<file path="config.mk">
export PLATFORM = sky130hd
export DESIGN_NAME = trig_readout_ctrl
export DESIGN_NICKNAME = d
export VERILOG_FILES = /design/src/rtl/trd_pkg.sv /design/src/rtl/trd_trig_queue.sv /design/src/rtl/trd_delay.sv /design/src/rtl/trd_seq.sv /design/src/rtl/trd_word_gen.sv /design/src/rtl/trig_readout_ctrl.sv
export SDC_FILE = /design/constraint.sdc
export NUM_CORES = 1
export LEC_CHECK = 0
export CELL_PAD_IN_SITES_DETAIL_PLACEMENT = 0
export CELL_PAD_IN_SITES_GLOBAL_PLACEMENT = 1
export CORE_UTILIZATION = 36
export DETAILED_ROUTE_END_ITERATION = 6
export PLACE_DENSITY = 0.92
export SETUP_SLACK_MARGIN = 0.02
export SLEW_MARGIN = 10
export SYNTH_ARGS = -nofsm -noshare
export SYNTH_HDL_FRONTEND = slang
export SYNTH_SLANG_ARGS = --single-unit
</file>
<file path="constraint.sdc">
create_clock -name clk -period 2.3 [get_ports clk]
set_input_delay 0.345 -clock clk [delete_from_list [all_inputs] [get_ports clk]]
set_output_delay 0.345 -clock clk [all_outputs]
set_load 0.005 [all_outputs]
</file>
<file path="src/rtl/trd_pkg.sv">
package trd_pkg;

    typedef enum logic [1:0] {
        ST_IDLE = 2'd0,
        ST_WAIT = 2'd1,
        ST_SEND = 2'd2
    } seq_state_e;

    typedef enum logic [1:0] {
        WK_DIFF  = 2'd0,
        WK_PRE   = 2'd1,
        WK_POST  = 2'd2,
        WK_COUNT = 2'd3
    } word_kind_e;

    typedef struct packed {
        logic raw;
        logic test;
    } rd_cfg_t;

    // choose what a data word carries from the captured mode and packet index
    function automatic word_kind_e pick_kind(input rd_cfg_t cfg, input logic second_pkt);
        if (cfg.test)
            return WK_COUNT;
        else if (!cfg.raw)
            return WK_DIFF;
        else if (second_pkt)
            return WK_POST;
        else
            return WK_PRE;
    endfunction

endpackage

</file>
<file path="src/rtl/trd_trig_queue.sv">
module trd_trig_queue #(
    parameter int PEND_W = 2
) (
    input  logic clk,
    input  logic rst,
    input  logic trig,
    input  logic start,
    output logic have_pend,
    output logic ovf
);
    localparam int PMAX = (1 << PEND_W) - 1;

    logic [PEND_W-1:0] pend;

    always_ff @(posedge clk) begin
        if (rst) begin
            pend <= '0;
            ovf  <= 1'b0;
        end else begin
            if (trig && !start) begin
                if (pend == PEND_W'(PMAX))
                    ovf <= 1'b1;
                else
                    pend <= pend + 1'b1;
            end else if (start && !trig) begin
                pend <= pend - 1'b1;
            end
        end
    end

    assign have_pend = (pend != '0);

endmodule

</file>
<file path="src/rtl/trd_delay.sv">
module trd_delay #(
    parameter int DLY_W    = 4,
    parameter int DLY_BASE = 32
) (
    input  logic             clk,
    input  logic             rst,
    input  logic             load,
    input  logic [DLY_W-1:0] dly,
    output logic             done
);
    localparam int CNT_W = $clog2(DLY_BASE + (1 << DLY_W));

    logic [CNT_W-1:0] cnt;

    // loaded two short of the total: one cycle is lost to the wait-to-send
    // transition and one to the output register
    always_ff @(posedge clk) begin
        if (rst)
            cnt <= '0;
        else if (load)
            cnt <= CNT_W'(DLY_BASE - 2) + CNT_W'(dly);
        else if (cnt != '0)
            cnt <= cnt - 1'b1;
    end

    assign done = (cnt == '0);

endmodule

</file>
<file path="src/rtl/trd_seq.sv">
module trd_seq
    import trd_pkg::*;
#(
    parameter int WORDS = 8,
    parameter int IDX_W = 3
) (
    input  logic             clk,
    input  logic             rst,
    input  logic             trig,
    input  logic             have_pend,
    input  logic             dly_done,
    input  rd_cfg_t          cfg_in,
    output logic             start,
    output logic             emit,
    output logic             last,
    output logic [IDX_W-1:0] word_idx,
    output logic             second_pkt,
    output rd_cfg_t          cfg_q
);
    seq_state_e st;

    assign start = (st == ST_IDLE) && (trig || have_pend);
    assign emit  = (st == ST_SEND);
    assign last  = (word_idx == IDX_W'(WORDS - 1));

    always_ff @(posedge clk) begin
        if (rst) begin
            st         <= ST_IDLE;
            word_idx   <= '0;
            second_pkt <= 1'b0;
            cfg_q      <= '0;
        end else begin
            unique case (st)
                ST_IDLE: begin
                    if (start) begin
                        st         <= ST_WAIT;
                        cfg_q      <= cfg_in;
                        word_idx   <= '0;
                        second_pkt <= 1'b0;
                    end
                end
                ST_WAIT: begin
                    if (dly_done)
                        st <= ST_SEND;
                end
                ST_SEND: begin
                    if (last) begin
                        word_idx <= '0;
                        if (cfg_q.raw && !second_pkt) begin
                            second_pkt <= 1'b1;
                        end else begin
                            second_pkt <= 1'b0;
                            st         <= ST_IDLE;
                        end
                    end else begin
                        word_idx <= word_idx + 1'b1;
                    end
                end
                default: st <= ST_IDLE;
            endcase
        end
    end

endmodule

</file>
<file path="src/rtl/trd_word_gen.sv">
module trd_word_gen
    import trd_pkg::*;
#(
    parameter int SAMPLE_W = 10,
    parameter int IDX_W    = 3
) (
    input  logic                clk,
    input  logic                rst,
    input  logic                emit,
    input  logic                last,
    input  logic [IDX_W-1:0]    word_idx,
    input  logic                second_pkt,
    input  rd_cfg_t             cfg,
    input  logic [SAMPLE_W-1:0] pre,
    input  logic [SAMPLE_W-1:0] post,
    output logic                valid,
    output logic [SAMPLE_W:0]   data,
    output logic                sop,
    output logic                eop
);
    localparam int DW = SAMPLE_W + 1;

    word_kind_e    kind;
    logic [DW-1:0] word;

    assign kind = pick_kind(cfg, second_pkt);

    always_comb begin
        unique case (kind)
            WK_DIFF:  word = {1'b0, post} - {1'b0, pre};
            WK_PRE:   word = {1'b0, pre};
            WK_POST:  word = {1'b0, post};
            WK_COUNT: word = DW'(word_idx) + DW'(1);
            default:  word = '0;
        endcase
    end

    always_ff @(posedge clk) begin
        if (rst) begin
            valid <= 1'b0;
            sop   <= 1'b0;
            eop   <= 1'b0;
            data  <= '0;
        end else begin
            valid <= emit;
            sop   <= emit && (word_idx == '0);
            eop   <= emit && last;
            if (emit)
                data <= word;
        end
    end

endmodule

</file>
<file path="src/rtl/trig_readout_ctrl.sv">
module trig_readout_ctrl
    import trd_pkg::*;
#(
    parameter  int SAMPLE_W = 10,
    parameter  int WORDS    = 8,
    parameter  int PEND_W   = 2,
    parameter  int DLY_W    = 4,
    parameter  int DLY_BASE = 32,
    localparam int IDX_W    = (WORDS > 1) ? $clog2(WORDS) : 1
) (
    input  logic                clk,
    input  logic                rst,
    input  logic                l1_trig,
    input  logic [DLY_W-1:0]    cfg_delay,
    input  logic                cfg_test_count,
    input  logic                cfg_raw_mode,
    output logic [IDX_W-1:0]    samp_addr,
    input  logic [SAMPLE_W-1:0] pre_sample,
    input  logic [SAMPLE_W-1:0] post_sample,
    output logic                pkt_valid,
    output logic [SAMPLE_W:0]   pkt_data,
    output logic                pkt_sop,
    output logic                pkt_eop,
    output logic                pend_ovf
);
    logic       start, have_pend, dly_done, emit, last, second_pkt;
    rd_cfg_t    cfg_in, cfg_q;
    logic [IDX_W-1:0] word_idx;

    assign cfg_in.raw  = cfg_raw_mode;
    assign cfg_in.test = cfg_test_count;

    trd_trig_queue #(.PEND_W(PEND_W)) u_queue (
        .clk       (clk),
        .rst       (rst),
        .trig      (l1_trig),
        .start     (start),
        .have_pend (have_pend),
        .ovf       (pend_ovf)
    );

    trd_delay #(.DLY_W(DLY_W), .DLY_BASE(DLY_BASE)) u_delay (
        .clk  (clk),
        .rst  (rst),
        .load (start),
        .dly  (cfg_delay),
        .done (dly_done)
    );

    trd_seq #(.WORDS(WORDS), .IDX_W(IDX_W)) u_seq (
        .clk        (clk),
        .rst        (rst),
        .trig       (l1_trig),
        .have_pend  (have_pend),
        .dly_done   (dly_done),
        .cfg_in     (cfg_in),
        .start      (start),
        .emit       (emit),
        .last       (last),
        .word_idx   (word_idx),
        .second_pkt (second_pkt),
        .cfg_q      (cfg_q)
    );

    assign samp_addr = word_idx;

    trd_word_gen #(.SAMPLE_W(SAMPLE_W), .IDX_W(IDX_W)) u_fmt (
        .clk        (clk),
        .rst        (rst),
        .emit       (emit),
        .last       (last),
        .word_idx   (word_idx),
        .second_pkt (second_pkt),
        .cfg        (cfg_q),
        .pre        (pre_sample),
        .post       (post_sample),
        .valid      (pkt_valid),
        .data       (pkt_data),
        .sop        (pkt_sop),
        .eop        (pkt_eop)
    );

endmodule

</file>
# ---- Word level (Yosys, flattened, before mapping)
# Cells that the tools add are included.
dict set report classes {
  n_reduce_logical 25
  muxes 21
  n_mul 0
  bitwise_logic 0
  div 0
  n_addsub 7
  n_lt_le_gt_ge 0
  eq_ne 12
  shift 0
}
# op count
set op_table {}
lappend op_table {{11-bit one-hot mux with 4 select lines} 1}
lappend op_table {{2-bit two-way mux} 10}
lappend op_table {{6-bit two-way mux} 2}
lappend op_table {{10-bit by 10-bit subtractor with 11-bit output} 1}
lappend op_table {{2-bit inequality test, second input constant} 5}
lappend op_table {{2-bit == test, second input constant} 4}
lappend op_table {{2-bit AND reduction} 4}
lappend op_table {{2-bit nonzero test} 4}
lappend op_table {{5-bit by 4-bit adder with 6-bit output, first input constant} 1}
lappend op_table {{1-bit logical AND} 6}
lappend op_table {{6-bit logical NOT} 1}
lappend op_table {{3-bit two-way mux} 2}
lappend op_table {{2-bit one-hot mux with 3 select lines} 1}
lappend op_table {{3-bit one-hot mux with 2 select lines} 1}
lappend op_table {{6-bit nonzero test} 1}
lappend op_table {{6-bit by 1-bit subtractor with 6-bit output, second input constant} 1}
lappend op_table {{3-bit by 1-bit adder with 4-bit output, second input constant} 1}
lappend op_table {{2-bit by 1-bit == test with 1-bit output, second input constant} 2}
lappend op_table {{2-bit logical NOT} 2}
lappend op_table {{4-bit AND reduction} 1}
lappend op_table {{3-bit by 1-bit adder with 3-bit output, second input constant} 1}
lappend op_table {{3-bit == test, second input constant} 1}
lappend op_table {{1-bit logical NOT} 3}
lappend op_table {{3-bit logical NOT} 1}
lappend op_table {{6 further kinds} 8}
dict set report word_totals {
  romBits 0
  output_inout_bits 18
  inputBits 29
  elab_cells 77
  register_bits 31
  latchBits 0
  ramBits 0
  mem_count 0
}

# ---- Depth between registers and ports, before layout
dict set report depth {
  depth_word 7
  ltp_mapped 9
  mapped_depth_nobuf 9
}

# ---- Modules after synthesis
# Synthesis repeated with hierarchy kept, for this count alone.
dict set report unflattened {
  cells_unflattened 269
  area_unflattened_um2 2213.4
}
# module cells_each area_each_um2 instances
set modules_own_cells {}
lappend modules_own_cells {trd_word_gen 163 1261.2 1}
lappend modules_own_cells {trd_delay 46 422.9 1}
lappend modules_own_cells {trd_seq 45 384.1 1}
lappend modules_own_cells {trd_trig_queue 15 145.1 1}

# ---- Worst setup path before layout
# Ideal clock, no wire load.
dict set report synth_timing {
  path_type {input to register}
  startpoint {input port post_sample[0]}
  endpoint {register u_fmt.data[8]}
  path_buffers 0
  required_ps 2226
  t_arrival_ps 1800
  stages 9
  setup_slack_ps 425
  cell_sequence {inv_1 > ha_1 > fa_1 > nand2b_1 > a21oi_1 > o21ai_0 > xnor2_1 > nand3_1 > a31oi_1}
}
dict set report synth_via {
  elab_chain_len 2
}
# element line_no
set synth_rtl {}
lappend synth_rtl {{from (decl)} trig_readout_ctrl.sv:19} ;# input logic [SAMPLE_W-1:0] post_sample,
lappend synth_rtl {{10-bit by 10-bit subtractor with 11-bit output} trd_word_gen.sv:30} ;# WK_DIFF: word = {1'b0, post} - {1'b0, pre};
lappend synth_rtl {{11-bit one-hot mux with 4 select lines} trd_word_gen.sv:29} ;# unique case (kind)
lappend synth_rtl {{to (signal assigned)} trd_word_gen.sv:49} ;# data <= word;
lappend synth_rtl {{to (decl)} trd_word_gen.sv:17} ;# output logic [SAMPLE_W:0] data,
# Every way passes these cells.
# A chain may end at the register's enable or synchronous reset.

# ---- Final worst setup path
dict set report layout_timing {
  startpoint {input port post_sample[0]}
  endpoint {register u_fmt.data[6]}
}
# The elaborated chain is that of the path after synthesis.

==> results.sh <==
export IMPL_coreArea_um2=5507
export IMPL_cts_buffer_depth=2
export IMPL_grt_usage_pct=18.18
export IMPL_synth_top_area_share_pct=30.32
export IMPL_vdd_ir_drop_worst_mv=0.2875
export IMPL_insertedDiodeCount=0
export IMPL_r2r_start="u_seq.st[0]"
export IMPL_cts_root_buf="clkbuf_8"
export IMPL_cts_tree="built"
export IMPL_path_cells="clkdlybuf4s50_1, inv_1, ha_1, fa_1, nand2b_4, a21oi_4, o21a_1, nor2_1, xor2_1, o41ai_1"
export IMPL_multi_input_area_um2=1282
export IMPL_synth_area_leaders="dfxtp_1 (30%), ha_1 (10%), nor2_1 (6.4%), a21oi_1 (5.9%), nand2_1 (5.9%)"
export IMPL_path_delay_family="adder cells"
export IMPL_rows=27
export IMPL_stdcell_area_um2=2688
export IMPL_critPathLaunchType="primary input"
export IMPL_firstDrtPassIters=4
export IMPL_syn_num_nets=315
export IMPL_grt_max_degree=25
export IMPL_initial_core_util_pct=37.17
export IMPL_cp_slowest_cell="clkdlybuf4s50_1"
export IMPL_timing_rr_end="u_fmt.data[10]"
export IMPL_via_count=1993
export IMPL_drive_gt1_share_pct=8.176
export IMPL_die_area_um2=5992
export IMPL_die_w_um=77.41
export IMPL_cp_required_ns=2.48
export IMPL_crit_arrival_ns=2.36
export IMPL_p_leak_nw=1.095
export IMPL_outcome="completed"
export IMPL_place_congestion=0.8208
export IMPL_grt_pass1_wl_um=8735
export IMPL_ys_types=41
export IMPL_seq_area_frac_synth_pct=30.32
export IMPL_cap_viol_max_count=0
export IMPL_synth_warnings=0
export IMPL_worst_setup_path_end_kind="flip-flop"
export IMPL_cts_made_buffers=5
export IMPL_yosys_cell_count_top_type="nor2_1"
export IMPL_timing_fmax_ghz=0.4595
export IMPL_crit_fanout=3
export IMPL_areaGrowthSynthToFinish_pct=31.30
export IMPL_slowest_delay_ns=0.48
export IMPL_syn_area_per_cell_um2=7.638
export IMPL_whs_path_depth=2
export IMPL_syn_inst=268
export IMPL_path_clk_slew_ns=0.07
export IMPL_setup_violations=0
export IMPL_viasPerCell=5.110
export IMPL_cts_sinks=31
export IMPL_synth_edff_count=0
export IMPL_htreeDepth=2
export IMPL_finalNetCount=365
export IMPL_wire_per_inst_um=13.22
export IMPL_yosysTopAreaCell="dfxtp_1"
export IMPL_n_fill_cell=539
export IMPL_wl_um=5156
export IMPL_pwr_density_cell_nw_per_um2=767.1
export IMPL_placed_area_um2=2570
export IMPL_p_total_mw=2.062
export IMPL_io_pins=47
export IMPL_drt_iter0_drc=69
export IMPL_numPortBuffers=46
export IMPL_hold_class="flip-flop to flip-flop"
export IMPL_register_area_um2=620.6
export IMPL_syn_area_um2=2047
export IMPL_grt_pass1_vias=1893
export IMPL_period_share_pct=94.62
export IMPL_detail_route_antenna_nets=0
export IMPL_maxSlewHeadroom_pct=50.29
export IMPL_clk_latency_ns=0.28
export IMPL_holdPathEnd="u_fmt.data[2]"
export IMPL_tightest_slew_ns=0.7456
export IMPL_hold_start="u_fmt.data[2]"
export IMPL_drc=0
export IMPL_worst_r2r_setup_slack_ns=0.60
export IMPL_grt_overflow=0
export IMPL_synth_main_ff_cell="dfxtp_1"
export IMPL_ys_ff_latch=31
export IMPL_synth_common_cells="nor2_1 (35), nand2_1 (32), dfxtp_1 (31)"
export IMPL_crit_type="primary input to flip-flop"
export IMPL_synthArstFlopShare_pct=0
export IMPL_whs_ns=0.4532
export IMPL_die_h_um=77.41
export IMPL_timing_hold_violations_final=0
export IMPL_detailed_place_hpwl_um=3734
export IMPL_path_buf_inv=2
export IMPL_rsz0062_at_grt="no"
export IMPL_antenna_found_initial=0
export IMPL_skew_ns=0.006489
export IMPL_r2r_cells=5
export IMPL_layout_min_cycle_time_ns=2.176
export IMPL_drv_slew=0
[worst max path at each step]
stage / cells past startpoint / startpoint / end / slack, ns
4_1_cts: 10 / post_sample[0] / u_fmt.data[8] / 0.03
3_3_place_gp: 10 / post_sample[0] / u_fmt.data[8] / -0.21
3_5_place_dp: 10 / post_sample[0] / u_fmt.data[8] / -0.25
6_report: 10 / post_sample[0] / u_fmt.data[6] / 0.12
5_1_grt: 10 / post_sample[0] / u_fmt.data[8] / 0.03
2_1_floorplan: 9 / post_sample[0] / u_fmt.data[8] / 0.43
[layer usage]
metal  global-route usage [%]  part of all wire [%]  vias up
met5                        0                     0        -
met4                    6.038                   1.1        0
met3                    3.647                   5.3        6
met2                    30.18                    47       54
met1                    23.39                    47      894
li1                         -                     -     1039
[state kept, by name, summed over array words and instances, names as in the netlist]
name and cells:
u_delay.cnt 6, u_fmt.data 11, u_fmt.eop 1, u_fmt.sop 1
u_fmt.valid 1, u_queue.ovf 1, u_queue.pend 2, u_seq.cfg_q 2
u_seq.second_pkt 1, u_seq.st 2, u_seq.word_idx 3
[layout make-up]
| class | instances | area share, % |
|---|---|---|
| Inverter | 23 | 3.212 |
| Timing Repair Buffer | 54 | 19.37 |
| Sequential cell | 31 | 23.09 |
| Clock buffer | 6 | 3.073 |
| Multi-Input combinational cell | 203 | 47.72 |
| Clock inverter | 1 | 0.1862 |
| Tap cell | 72 | 3.352 |
[tightest hold or removal path, cell delays in order (launching register included)]
cell and delay (ns):
dfxtp_1 0.31, nand2_1 0.05, a21oi_1 0.05
[cell usage in the layout (no fill, tap or decap), types with 4 or more instances in the layout]
cell type | synthesis | routed
dfxtp_1 | 31 | 31
xnor2_1 | 5 | 5
nand2b_1 | 5 | 4
clkbuf_8 | 3 | 6
nor2_1 | 35 | 35
buf_4 | 0 | 8
a221oi_1 | 6 | 6
o21a_1 | 4 | 4
nand2_1 | 32 | 32
nor3_1 | 11 | 11
ha_1 | 17 | 17
a211oi_1 | 5 | 5
nand3_1 | 6 | 6
a21oi_1 | 24 | 23
a31oi_1 | 6 | 6
inv_1 | 22 | 22
o21ai_0 | 19 | 18
clkdlybuf4s50_1 | 0 | 46
[cell families after synthesis]
| group | synth area share [%] |
|---|---|
| AO/OA/AOI/OAI | 23.04 |
| buffers and inverters | 8.129 |
| multiplexers | 0.9780 |
| XOR/XNOR | 3.423 |
| AND/OR/NAND/NOR | 22.74 |
| adder cells (fa/ha/maj) | 11.37 |
| flip-flops | 30.32 |
[power by group]
group,switching (mW),internal (mW)
clock,0.208,0.235
combinational,0.460,0.424
sequential,0.0902,0.645
[per-stage QoR]
step | setup WS (ns) | setup TNS, ns | util [%] | instances
5_1_grt | 0.03017 | 0 | 48.81 | 390
2_1_floorplan | 0.4255 | 0 | - | 268
4_1_cts | 0.03467 | 0 | 48.26 | 389
3_3_place_gp | -0.2138 | -0.5787 | 46.67 | 382
3_5_place_dp | -0.2457 | -0.6803 | 46.67 | 382
6_report | 0.1238 | 0 | 48.81 | 390
[repair_timing]
item,CTS,global route
resized for setup,0,5
setup endpoints to repair,0,3
setup buffers,0,1
hold buffers,0,0
No activity file was read; power rests on OpenSTA's default activity.
